===== config.mk =====
export PLATFORM = sky130hd
export DESIGN_NAME = tblbr_unit
export DESIGN_NICKNAME = d
export VERILOG_FILES = /design/src/rtl/tblbr_pkg.sv /design/src/rtl/tblbr_decode.sv /design/src/rtl/tblbr_agen.sv /design/src/rtl/tblbr_target.sv /design/src/rtl/tblbr_unit.sv
export SDC_FILE = /design/constraint.sdc
export NUM_CORES = 1
export LEC_CHECK = 0
export ABC_AREA = 1
export BUFFER_PORTS_ARGS = -buffer_cell sky130_fd_sc_hd__buf_4
export CAP_MARGIN = 20
export CORE_MARGIN = 1
export CORE_UTILIZATION = 45
export CTS_CLUSTER_SIZE = 24
export DETAILED_ROUTE_END_ITERATION = 8
export HOLD_SLACK_MARGIN = 0.12
export PLACE_DENSITY = 0.66
export SYNTH_ARGS = -nofsm -noshare
export SYNTH_HDL_FRONTEND = slang
export SYNTH_SLANG_ARGS = --single-unit

===== constraint.sdc =====
create_clock -name clk -period 3.7 [get_ports clk]
set_input_delay 0.185 -clock clk [delete_from_list [all_inputs] [get_ports clk]]
set_output_delay 0.185 -clock clk [all_outputs]
set_load 0.01 [all_outputs]

===== src/rtl/tblbr_pkg.sv =====
package tblbr_pkg;

    localparam int unsigned INSN_W = 32;

    typedef enum logic [2:0] {
        ST_IDLE,
        ST_REQ,
        ST_WAIT,
        ST_BRANCH,
        ST_FAULT,
        ST_SKIP
    } tb_state_e;

    typedef struct packed {
        logic legal;
        logic half;
        logic [3:0] idx_reg;
    } tb_decode_t;

endpackage


===== src/rtl/tblbr_decode.sv =====
module tblbr_decode
    import tblbr_pkg::*;
(
    input  logic [INSN_W-1:0] instr,
    output tb_decode_t        dec
);
    localparam logic [11:0] OPC_HI   = 12'hE8D;
    localparam logic [3:0]  OPC_MID  = 4'hF;
    localparam logic [6:0]  OPC_ZERO = 7'd0;
    localparam logic [3:0]  REG_PC   = 4'd15;

    logic pattern_ok;
    logic unused_base_field;

    assign unused_base_field = ^instr[19:16];

    always_comb begin
        pattern_ok  = (instr[31:20] == OPC_HI)
                   && (instr[15:12] == OPC_MID)
                   && (instr[11:5]  == OPC_ZERO);
        dec.half    = instr[4];
        dec.idx_reg = instr[3:0];
        dec.legal   = pattern_ok && (instr[3:0] != REG_PC);
    end
endmodule


===== src/rtl/tblbr_agen.sv =====
module tblbr_agen #(
    parameter int unsigned AW = 32
) (
    input  logic [AW-1:0] base,
    input  logic [AW-1:0] index,
    input  logic          half,
    output logic [AW-1:0] addr
);
    logic [AW-1:0] offset;

    always_comb begin
        offset = half ? {index[AW-2:0], 1'b0} : index;
        addr   = base + offset;
    end
endmodule


===== src/rtl/tblbr_target.sv =====
module tblbr_target #(
    parameter int unsigned AW = 32,
    parameter int unsigned EW = 16
) (
    input  logic [AW-1:0] ret_addr,
    input  logic [EW-1:0] rdata,
    input  logic          half,
    output logic [AW-1:0] target
);
    localparam int unsigned BYTE_W = 8;

    logic [EW-1:0] entry;
    logic [AW-1:0] entry_ext;
    logic [AW-1:0] sum;

    always_comb begin
        entry     = half ? rdata : {{(EW-BYTE_W){1'b0}}, rdata[BYTE_W-1:0]};
        entry_ext = {{(AW-EW){1'b0}}, entry};
        sum       = ret_addr + {entry_ext[AW-2:0], 1'b0};
        target    = {sum[AW-1:1], 1'b0};
    end
endmodule


===== src/rtl/tblbr_unit.sv =====
module tblbr_unit
    import tblbr_pkg::*;
#(
    parameter int unsigned AW = 32,
    parameter int unsigned EW = 16
) (
    input  logic          clk,
    input  logic          rst,
    input  logic          issue_valid,
    output logic          issue_ready,
    input  logic [31:0]   issue_instr,
    input  logic [AW-1:0] issue_base,
    input  logic [AW-1:0] issue_index,
    input  logic [AW-1:0] issue_pc,
    input  logic          issue_cond,
    output logic          mem_req,
    input  logic          mem_gnt,
    output logic [AW-1:0] mem_addr,
    output logic          mem_size,
    input  logic          mem_rvalid,
    input  logic [EW-1:0] mem_rdata,
    output logic          br_valid,
    output logic [AW-1:0] br_target,
    output logic          fault,
    output logic          skipped
);
    localparam logic [AW-1:0] PC_STEP = AW'(4);

    tb_state_e     state_q, state_d;
    tb_decode_t    dec;
    logic          accept;
    logic [AW-1:0] agen_addr;
    logic [AW-1:0] tgt_calc;
    logic [AW-1:0] addr_q;
    logic [AW-1:0] ret_q;
    logic [AW-1:0] target_q;
    logic          half_q;

    tblbr_decode u_dec (
        .instr (issue_instr),
        .dec   (dec)
    );

    tblbr_agen #(.AW(AW)) u_agen (
        .base  (issue_base),
        .index (issue_index),
        .half  (dec.half),
        .addr  (agen_addr)
    );

    tblbr_target #(.AW(AW), .EW(EW)) u_tgt (
        .ret_addr (ret_q),
        .rdata    (mem_rdata),
        .half     (half_q),
        .target   (tgt_calc)
    );

    assign accept = issue_valid && (state_q == ST_IDLE);

    always_ff @(posedge clk) begin
        if (rst) state_q <= ST_IDLE;
        else     state_q <= state_d;
    end

    always_comb begin
        state_d = state_q;
        unique case (state_q)
            ST_IDLE: begin
                if (accept) begin
                    if (!dec.legal)      state_d = ST_FAULT;
                    else if (!issue_cond) state_d = ST_SKIP;
                    else                  state_d = ST_REQ;
                end
            end
            ST_REQ:    if (mem_gnt)    state_d = ST_WAIT;
            ST_WAIT:   if (mem_rvalid) state_d = ST_BRANCH;
            ST_BRANCH: state_d = ST_IDLE;
            ST_FAULT:  state_d = ST_IDLE;
            ST_SKIP:   state_d = ST_IDLE;
            default:   state_d = ST_IDLE;
        endcase
    end

    always_ff @(posedge clk) begin
        if (rst) begin
            addr_q   <= '0;
            ret_q    <= '0;
            half_q   <= 1'b0;
            target_q <= '0;
        end else begin
            if (accept) begin
                addr_q <= agen_addr;
                half_q <= dec.half;
                ret_q  <= issue_pc + PC_STEP;
            end
            if ((state_q == ST_WAIT) && mem_rvalid)
                target_q <= tgt_calc;
        end
    end

    always_comb begin
        issue_ready = (state_q == ST_IDLE);
        mem_req     = (state_q == ST_REQ);
        mem_addr    = addr_q;
        mem_size    = half_q;
        br_valid    = (state_q == ST_BRANCH);
        br_target   = target_q;
        fault       = (state_q == ST_FAULT);
        skipped     = (state_q == ST_SKIP);
    end
endmodule


Word level (Yosys, flattened, before mapping). Index checks and enable logic that the tools add are counted.

Multiplexer cells: 8. Reductions and logical operators: 8. $add $sub $neg: 3. Equal/unequal tests: 11.

Operator list (count): adder 32 x 17 -> 32 bit (1); adder 32 x 3 -> 32 bit (second input constant) (1); adder 32 bit (1); 2-to-1 mux 32 bit (1); 2-to-1 mux 16 bit (1); 2-to-1 mux 3 bit (5); equality test 12 bit (second input constant) (1); case mux 3 bit (3 select lines) (1); zero test 7 bit (1); equality test 3 x 2 -> 1 bit (second input constant) (2); equality test 3 bit (second input constant) (2); logical AND 1 bit (5); equality test 4 bit (second input constant) (1); inequality test 2 x 1 -> 1 bit (second input constant) (2); inequality test 4 bit (second input constant) (1); equality test 3 x 1 -> 1 bit (second input constant) (1); zero test 3 bit (1); AND reduction 3 bit (1); inequality test 2 bit (second input constant) (1).

Logic and storage cells: 35. Output and inout port bits: 70. Register bits: 99. Bits of input ports: 150.

Logic depth before layout (Yosys ltp). Gate-level depths: netlist (run 1).

Depth in word-level cells: 7. Depth in mapped cells: 17. Depth with buffers taken out: 16.

Modules after synthesis. A second synthesis (run 1) with hierarchy kept.

Cell total of the unflattened synthesis: 1607. Area, all modules: 9107.5 µm².

Modules (own cells, without submodules): tblbr_unit (area each 4543.1 µm², times used 1, cells each 637, sequential area each 2001.9 µm²); tblbr_agen (area each 2691.3 µm², times used 1, cells each 579, sequential area each 0.0 µm²); tblbr_target (area each 1716.6 µm², times used 1, cells each 356, sequential area each 0.0 µm²); tblbr_decode (area each 156.4 µm², times used 1, cells each 35, sequential area each 0.0 µm²).

Least setup slack after synthesis (run 1). No wires, ideal clock.

Path type: input port to flip-flop. From: input issue_instr[4]. To: register addr_q[30], in the netlist mem_addr[30]. Data required time: 3591 ps. Library setup time: 109 ps. Path slack: 1400 ps. Data arrival time: 2191 ps. Stages: 17. Buffers on the path: 2. Cell sequence: clkbuf_1 -> buf_1 -> nor2_1 -> ha_1 -> fa_1 -> nand3_1 -> nand3_1 -> nand2_1 -> nand2_1 -> nand2_1 -> nand2_1 -> nand2_1 -> nand2_1 -> nand2_1 -> nand3_1 -> nand2_1 -> inv_1.

Longest elaborated chain between the ends: 2.

RTL lines: start: declaration (line tblbr_unit.sv:11) `input logic [31:0] issue_instr,`; 2-to-1 mux 32 bit (line tblbr_agen.sv:12) `offset = half ? {index[AW-2:0], 1'b0} : index;`; adder 32 bit (line tblbr_agen.sv:13) `addr = base + offset;`; end signal: assignment (line tblbr_unit.sv:92) `addr_q <= agen_addr;`; end: declaration (line tblbr_unit.sv:34) `logic [AW-1:0] addr_q;`.

Every way passes these cells. A chain may end at the register's enable or synchronous reset.

Worst setup path after layout (run 1).
From: register half_q, in the netlist mem_size. To: register target_q[13], in the netlist br_target[13].

Longest elaborated chain between the ends: 2.

RTL lines: start: declaration (line tblbr_unit.sv:37) `logic half_q;`; start signal: assignment (line tblbr_unit.sv:93) `half_q <= dec.half;`; 2-to-1 mux 16 bit (line tblbr_target.sv:17) `entry = half ? rdata : {{(EW-BYTE_W){1'b0}}, rdata[BYTE_W-1:0]};`; adder 32 x 17 -> 32 bit (line tblbr_target.sv:19) `sum = ret_addr + {entry_ext[AW-2:0], 1'b0};`; end signal: assignment (line tblbr_unit.sv:97) `target_q <= tgt_calc;`; end: declaration (line tblbr_unit.sv:36) `logic [AW-1:0] target_q;`.

Every way passes these cells.

==> results of run 1 <==
[power by group through the flow]
stage / Clock, W / Combinational, W / Sequential (W)
global placement: 0 / 0.00102 / 0.00121
floorplan: 0 / 0.000657 / 0.00120
finish: 0.000963 / 0.00103 / 0.00119
global route: 0.00103 / 0.00117 / 0.00120
CTS: 0.000989 / 0.00103 / 0.00119
detailed placement: 0 / 0.00103 / 0.00121
[layer usage]
metal | vias to the layer above | part of all wire | wire (um) | GRT usage
li1 | 5291 | - | - | -
met1 | 4282 | 0.50 | 13100 | 0.360
met2 | 262 | 0.43 | 11200 | 0.423
met3 | 14 | 0.061 | 1590 | 0.0380
met4 | 0 | 0.0093 | 242 | 0.0504
met5 | - | 0 | 0 | 0
[worst register-to-register path, cell delays in order (launching register included)]
cell and delay, ns:
dfxtp_1 0.67, nand2_1 0.19, inv_1 0.10, ha_1 0.23
nand2_1 0.13, nor2_1 0.25, nand3_1 0.11, nand3_1 0.16
nor2_1 0.05, o21ai_0 0.37, nand2_1 0.09, inv_1 0.06
[worst min path at each step]
stage | start | to | slack, ns
6_report | issue_pc[4] | ret_q[4]$_SDFFE_PP0P_ | 0.15
5_1_grt | issue_pc[4] | ret_q[4]$_SDFFE_PP0P_ | 0.15
4_1_cts | issue_pc[4] | ret_q[4]$_SDFFE_PP0P_ | 0.13
3_5_place_dp | issue_pc[2] | ret_q[2]$_SDFFE_PP0P_ | 0.43
3_3_place_gp | issue_pc[2] | ret_q[2]$_SDFFE_PP0P_ | 0.43
2_1_floorplan | issue_pc[2] | ret_q[2]$_SDFFE_PP0P_ | 0.28
[cell type report]
class | count | area [um2] | share of cell area
Sequential cell | 98 | 1960 | 0.177
Tap cell | 265 | 332 | 0.0299
Clock buffer | 10 | 239 | 0.0216
Inverter | 311 | 1170 | 0.105
Timing Repair Buffer | 221 | 1690 | 0.153
Clock inverter | 6 | 66.3 | 0.00598
Multi-Input combinational cell | 1143 | 5630 | 0.508
[cells in the final DEF (no fill, tap or decap), types with 2 or more instances in the layout]
master	instances
xnor2_1	5
nor3_2	5
nand3b_1	8
buf_12	2
o21ai_0	53
fa_1	2
buf_4	215
a31oi_1	2
nand4_1	13
nor2_1	188
o21ai_1	16
nor3b_1	2
clkinv_4	3
dlygate4sd3_1	4
and2_1	7
ha_1	48
nor3_1	27
xor2_1	30
o211ai_1	16
nand3_1	110
o21a_1	19
inv_1	307
clkbuf_16	9
clkinv_2	2
a21oi_1	65
o21bai_1	15
nand2_1	497
inv_2	4
dfxtp_1	98
or2_2	6
[stage by stage]
step | power [W] | instances | setup WS, ns
after floorplan | 0.00186 | 1591 | 1.40
after global placement | 0.00223 | 2033 | 1.17
after detailed placement | 0.00224 | 2033 | 1.14
after CTS | 0.00321 | 2053 | 1.30
after global routing | 0.00340 | 2054 | 1.06
final | 0.00319 | 2054 | 1.23
[kinds of logic (layout without fill, tap and decap cells)]
kind of cell             Yosys count  in the layout  synth area share
AO/OA/AOI/OAI                    189            189             0.120
AND/OR/NAND/NOR                  868            868             0.400
buffers and inverters            350            548             0.156
other                              1              1          0.000417
adder cells (fa/ha/maj)           50             50            0.0713
XOR/XNOR                          35             35            0.0341
flip-flops                        98             98             0.218
[registers in the layout, summed over array words and instances, names as in the netlist]
register / count
state_q: 3
br_target: 31
ret_q: 31
mem_size: 1
mem_addr: 32
==> out/results.txt, run 1 <==
Status = finished clean
DP Area = 10700 um2
Fillers = 2123
Reg2reg start = mem_size$_SDFFE_PP0P_
Main flop type after synthesis = dfxtp_1
Worst setup EP type = flip-flop
Final setup viols = 0
Final min period = 2.47 ns
Unique masters post-synth = 38
Leak pwr = 6.39 nW
DR vias/cell = 4.80
Worst Setup Path Type = flip-flop to flip-flop
PwrDens = 288 nW/um2
Worst relative slew slack = 0.463
CP Cell Sequence = nand2_1 -> inv_1 -> ha_1 -> nand2_1 -> nor2_1 -> nand3_1 -> nand3_1 -> nor2_1 -> o21ai_0 -> nand2_1 -> inv_1
Area contributors post-synth = dfxtp_1 22%, nand2_1 21%, inv_1 13%
Switching part of the total power = 0.342
CTS tree = done
CTS max path bufs = 2
Post-CTS Setup Inserts = 0
Antenna violations before repair = 0
Resize count post-CTS = 0
GRT Util Overall = 0.259
Post-synth EDFFs = 0
Full die area = 20500 um2
Worst Hold Path Cells = 3
DRC violations left = 0
Number of cells on the critical path = 11
P&R area growth vs syn = 23.4%
Synthesized cell area = 8990 um2
Root Buffer = clkbuf_16
Slew Limit Fails = 0
Fin util = 0.568
FFs w/ async S/R, synth = 0
Worst Tran Pin Value = 0.803 ns
Critical path required time = 4.00 ns
Sequential area share after synthesis = 0.218
Layout cells sized above 1 = 0.140
WP data arrival = 2.77 ns
Post-synthesis cell type with the largest combined area = dfxtp_1
Yosys reg bits = 98
Clock transition at the registers of the reported paths = 0.07 ns
Post-DRT Antenna Nets = 0
Drt wl/cell = 12.7 um
First-pass GRT wire length = 41.8 mm
Clock power share = 0.302
Cell depth of the worst flop-to-flop path = 11
Initial Util = 0.460
Reg2reg end = br_target[13]$_SDFFE_PP0P_
Setup slack, reg-to-reg = 1.23 ns
Crit path max-delay cell type = dfxtp_1
Worst path most repeated cell = nand2_1
Fin Setup TNS = 0 ns
Setup crit start kind = flip-flop
Final hold slack = 0.147 ns
Worst min path class = primary input to flip-flop
Post-Route WL = 26.1 mm
Comb pwr share = 0.324
Post-synth top cells = 497 x nand2_1, 308 x inv_1, 188 x nor2_1
Most common cell in the netlist = nand2_1
Die span in x = 143 um
Setup Skew = 0.00609 ns
Post-route cell area = 11100 um2
Max-Cap Viols = 0
Crit path max fanout = 10
Syn. warnings = 0
Port Buffers = 213
Cell Int Power = 0.00210 W
Final net count = 1984
Iteration-0 DRC count of the detailed router = 484
Fmax = 0.404 GHz
Gp weighted congestion = 0.942
Max incr delay on CP = 0.67 ns
Final hold vios = 0
Clk sinks = 98
Synthesized Nets = 1791
Post-DP HPWL = 21.4 mm
Clk_lat worst skew = 0.35 ns
Hold-fix buffers, CTS = 4
Net switching power = 0.00109 W
Synthesized instance count = 1591
Largest net degree at the start of global routing = 67
Post-synth top area share = 0.218
CTS Buf Count = 9
CTS H-tree lvls = 3
Post-Syn Area per Cell = 5.65 um2
Maximum vdd drop = 236 uV
Crit path from = mem_size$_SDFFE_PP0P_
Total number of vias = 9849
Worst path buffer plus inverter count = 2
Unrepaired setup endpoints after global routing = no
Delay-heaviest family, CP = simple AND/OR/NAND/NOR gates
Critical path destination = br_target[13]$_SDFFE_PP0P_
Num ports = 220
Overflow after GRT = 0
Sequential power share = 0.374
Fin crit share = 0.669
Vias in the first global route = 8656
Number of inserted diodes = 0
# rows = 51
Die height = 143 um
Drt pass-1 iters = 5
Total core area = 19500 um2
Note: power is estimated with default switching activity, not from simulation.
==> run 2, diff against run 1 <==
ABC_AREA = 0   (was 1)
PLACE_DENSITY = 0.69   (was 0.66)
clock period = 2.3 ns   (was 3.7 ns; I/O delays follow)
==> run 2 against run 1 <==
Net effect: die area decreased by 23%; maximum frequency decreased by 7.5%; critical endpoint is now br_target[21]$_SDFFE_PP0P_; synthesized area decreased by 23%; sequential power increased by 60%; clock skew increased by 0.0086 ns; hold slack got worse by 0.0092 ns; the run now ends with design-rule violations, negative setup slack left; largest power group is now combinational logic.
==> out/results.txt, run 2 <==
Synthesized cell area = 6880 um2 (-23%)
Final hold vios = 0 (unchanged)
Crit path max fanout = 8 (-2)
Final net count = 1420 (-28%)
Post-DP HPWL = 16.1 mm (-25%)
Syn. warnings = 0 (unchanged)
Number of inserted diodes = 0 (unchanged)
CTS Buf Count = 9 (unchanged)
Max incr delay on CP = 0.35 ns (-0.32 ns)
Maximum vdd drop = 357 uV (+52%)
Max-Cap Viols = 0 (unchanged)
Post-synth EDFFs = 0 (unchanged)
Port Buffers = 213 (unchanged)
Main flop type after synthesis = dfxtp_1
GRT Util Overall = 0.276 (+0.0174)
Sequential area share after synthesis = 0.285 (+0.0670)
Worst Setup Path Type = flip-flop to flip-flop
Overflow after GRT = 0 (unchanged)
Critical path required time = 2.55 ns (-1.45 ns)
Root Buffer = clkbuf_16
CP Cell Sequence = ha_4 -> fa_2 -> a21o_1 -> a21oi_2 -> o21bai_1 -> a21oi_2 -> o211ai_1 -> a311oi_4 -> buf_12 -> buf_4 -> nor3b_4 -> xnor2_1 -> a21oi_1
Status = finished, violations left
Largest net degree at the start of global routing = 50 (-25%)
Total core area = 14700 um2 (-25%)
Final min period = 2.67 ns (+0.200 ns)
Setup crit start kind = flip-flop
Worst path most repeated cell = a21oi_2
Fmax = 0.374 GHz (-7.5%)
Drt pass-1 iters = 7 (+2)
Antenna violations before repair = 0 (unchanged)
Die height = 126 um (-12%)
Synthesized Nets = 1064 (-41%)
Drt wl/cell = 15.9 um (+25%)
Worst min path class = primary input to flip-flop
WP data arrival = 2.92 ns (+0.15 ns)
Crit path max-delay cell type = a311oi_4
Hold_sp = issue_pc[19]
Post-synth top area share = 0.285 (+0.0670)
Post-Syn Area per Cell = 7.96 um2 (+41%)
DRC violations left = 19 (+19)
Worst Tran Pin Value = 0.564 ns (-0.240 ns)
First-pass GRT wire length = 35.4 mm (-15%)
Worst path buffer plus inverter count = 2 (unchanged)
Setup Skew = 0.0147 ns (+0.00857 ns)
Initial Util = 0.468 (+0.00751)
Synthesized instance count = 864 (-46%)
Fin Setup TNS = -3.25 ns (-3.25 ns)
Unique masters post-synth = 61 (+61%)
Num ports = 220 (unchanged)
Reg2reg start = ret_q[1]$_SDFFE_PP0P_
Commonest non-fill, non-tap cell in the layout = buf_4
PwrDens = 518 nW/um2 (+80%)
CTS tree = done
DR vias/cell = 5.44 (+13%)
Worst relative slew slack = 0.624 (+0.161)
Yosys reg bits = 98 (unchanged)
Clock transition at the registers of the reported paths = 0.08 ns (about the same)
Fillers = 1096 (-48%)
FFs w/ async S/R, synth = 0 (unchanged)
# rows = 44 (-14%)
Reg2reg end = br_target[21]$_SDFFE_PP0P_
Leak pwr = 4.94 nW (-23%)
Iteration-0 DRC count of the detailed router = 379 (-22%)
Setup slack, reg-to-reg = -0.37 ns (-1.60 ns)
Final Non-Filler Cells = 1409 (-31%)
Post-Route WL = 22.5 mm (-14%)
Final setup viols = 23 (+23)
Full die area = 15800 um2 (-23%)
Clk sinks = 98 (unchanged)
PnR worst setup slack = -0.374 ns (-1.60 ns)
Placed Cells = 1345 (-34%)
Clk_lat worst skew = 0.36 ns (about the same)
Fin crit share = 1.16 (+0.494)
Number of flip-flops in the largest register = 32 (unchanged)
Unrepaired setup endpoints after global routing = yes
Slew Limit Fails = 0 (unchanged)
Most common cell in the netlist = nand2_1
Post-synthesis cell type with the largest combined area = dfxtp_1
CTS H-tree lvls = 3 (unchanged)
Layout cells sized above 1 = 0.412 (+0.272)
Worst setup EP type = flip-flop
Total number of vias = 7663 (-22%)
Worst Hold Path Cells = 3 (unchanged)
Most frequent cells in the layout = 353 x buf_4, 114 x nand2_1, 95 x dfxtp_1
Violated checks = design-rule violations, negative setup slack
Delay-heaviest family, CP = compound AO/OA/AOI/OAI gates
Hold Path End = ret_q[19]$_SDFFE_PP0P_
Area contributors post-synth = dfxtp_1 29%, ha_1 8.7%, a21oi_1 6.8%
Post-synth top cells = 114 x nand2_1, 98 x dfxtp_1, 93 x a21oi_1
CTS max path bufs = 2 (unchanged)
Post-DRT Antenna Nets = 0 (unchanged)
Vias in the first global route = 7438 (-14%)
Cell depth of the worst flop-to-flop path = 13 (+2)
Gp weighted congestion = 0.880 (-6.5%)
Die span in x = 126 um (-12%)
P&R area growth vs syn = 61.0%
run 2: cell count changes after synthesis, sizes merged, moves of 19 or more:
cell	change
a211oi	+41
a21o	+21
a21oi	+29
and3	+22
buf	-19
clkbuf	+30
inv	-299
mux2	+30
nand2	-384
nand3	-78
nor2	-127
nor3	-21
o21ai	-32
xnor2	+32
run 2: area by class of cell:
cell class	count	area [um2]	share of cell area
multi-input combinational	704	5340	0.482
clock inverter	6	105	0.00949
sequential	98	1970	0.178
tap	184	230	0.0208
clock buffer	10	239	0.0216
inverter	12	45.0	0.00407
timing repair buffer	395	3150	0.285
run 2: worst max-delay path by stage:
| stage | end | depth (start not counted) | from | slack (ns) |
|---|---|---|---|---|
| 2_1_floorplan | mem_addr[16]$_SDFFE_PP0P_ | 13 | issue_instr[4] | -0.43 |
| 3_3_place_gp | mem_addr[31]$_SDFFE_PP0P_ | 12 | issue_instr[4] | -0.61 |
| 3_5_place_dp | mem_addr[27]$_SDFFE_PP0P_ | 14 | issue_instr[4] | -0.69 |
| 4_1_cts | br_target[23]$_SDFFE_PP0P_ | 12 | ret_q[1]$_SDFFE_PP0P_ | -0.26 |
| 5_1_grt | br_target[31]$_SDFFE_PP0P_ | 12 | ret_q[1]$_SDFFE_PP0P_ | -0.47 |
| 6_report | br_target[21]$_SDFFE_PP0P_ | 13 | ret_q[1]$_SDFFE_PP0P_ | -0.37 |
run 2: repair_timing:
item / in CTS / in global routing
hold endpoints to repair: 28 / 0
setup buffers: 7 / 14
pin swaps: 54 / 55
gates resized for setup: 53 / 54
endpoints found under the setup margin: 33 / 49
gates cloned: 1 / 0
hold buffers: 28 / 0
run 2: logic make-up (layout without fill, tap and decap cells):
logic type / after synthesis / after routing / synth area share
and+or+nand+nor: 305 / 305 / 0.212
AOI/OAI and AO/OA: 240 / 240 / 0.225
DFF: 98 / 98 / 0.285
xor gates and xnor gates: 77 / 77 / 0.0981
buffers and inverters: 62 / 423 / 0.0347
adders and majority gates: 50 / 50 / 0.0931
muxes: 31 / 31 / 0.0506
other: 1 / 1 / 0.000545
run 2: per-layer routing:
| metal | share of wire | GRT usage | up-vias |
|---|---|---|---|
| met1 | 0.43 | 0.334 | 3569 |
| met2 | 0.49 | 0.485 | 220 |
| met4 | 0.027 | 0.105 | 0 |
| li1 | - | - | 3829 |
| met5 | 0 | 0 | - |
| met3 | 0.051 | 0.0497 | 45 |
run 2: through the flow:
step           cell area (um2)  setup WS (ns)  hold slack [ns]  total power (W)  utilization
2_1_floorplan             7110         -0.433            0.206          0.00289            -
3_3_place_gp              9730         -0.611            0.291          0.00371        0.662
3_5_place_dp              9730         -0.686            0.297          0.00374        0.662
4_1_cts                  10700         -0.258            0.126          0.00560        0.729
5_1_grt                  11100         -0.468            0.156          0.00600        0.753
6_report                 11100         -0.374            0.138          0.00574        0.753
run 2: power by group:
part / switching, W / internal (W) / total, W
Combinational: 0.000961 / 0.00112 / 0.00208
Clock: 0.000752 / 0.00101 / 0.00176
Sequential: 0.0000862 / 0.00181 / 0.00190
run 2: worst reg2reg max path, cell delays in order (launching register included):
cell and delay [ns]:
dfxtp_2 0.34, ha_4 0.16, fa_2 0.33, a21o_1 0.19, a21oi_2 0.19, o21bai_1 0.11
a21oi_2 0.16, o211ai_1 0.19, a311oi_4 0.35, buf_12 0.18, buf_4 0.12, nor3b_4 0.04
xnor2_1 0.13, a21oi_1 0.08
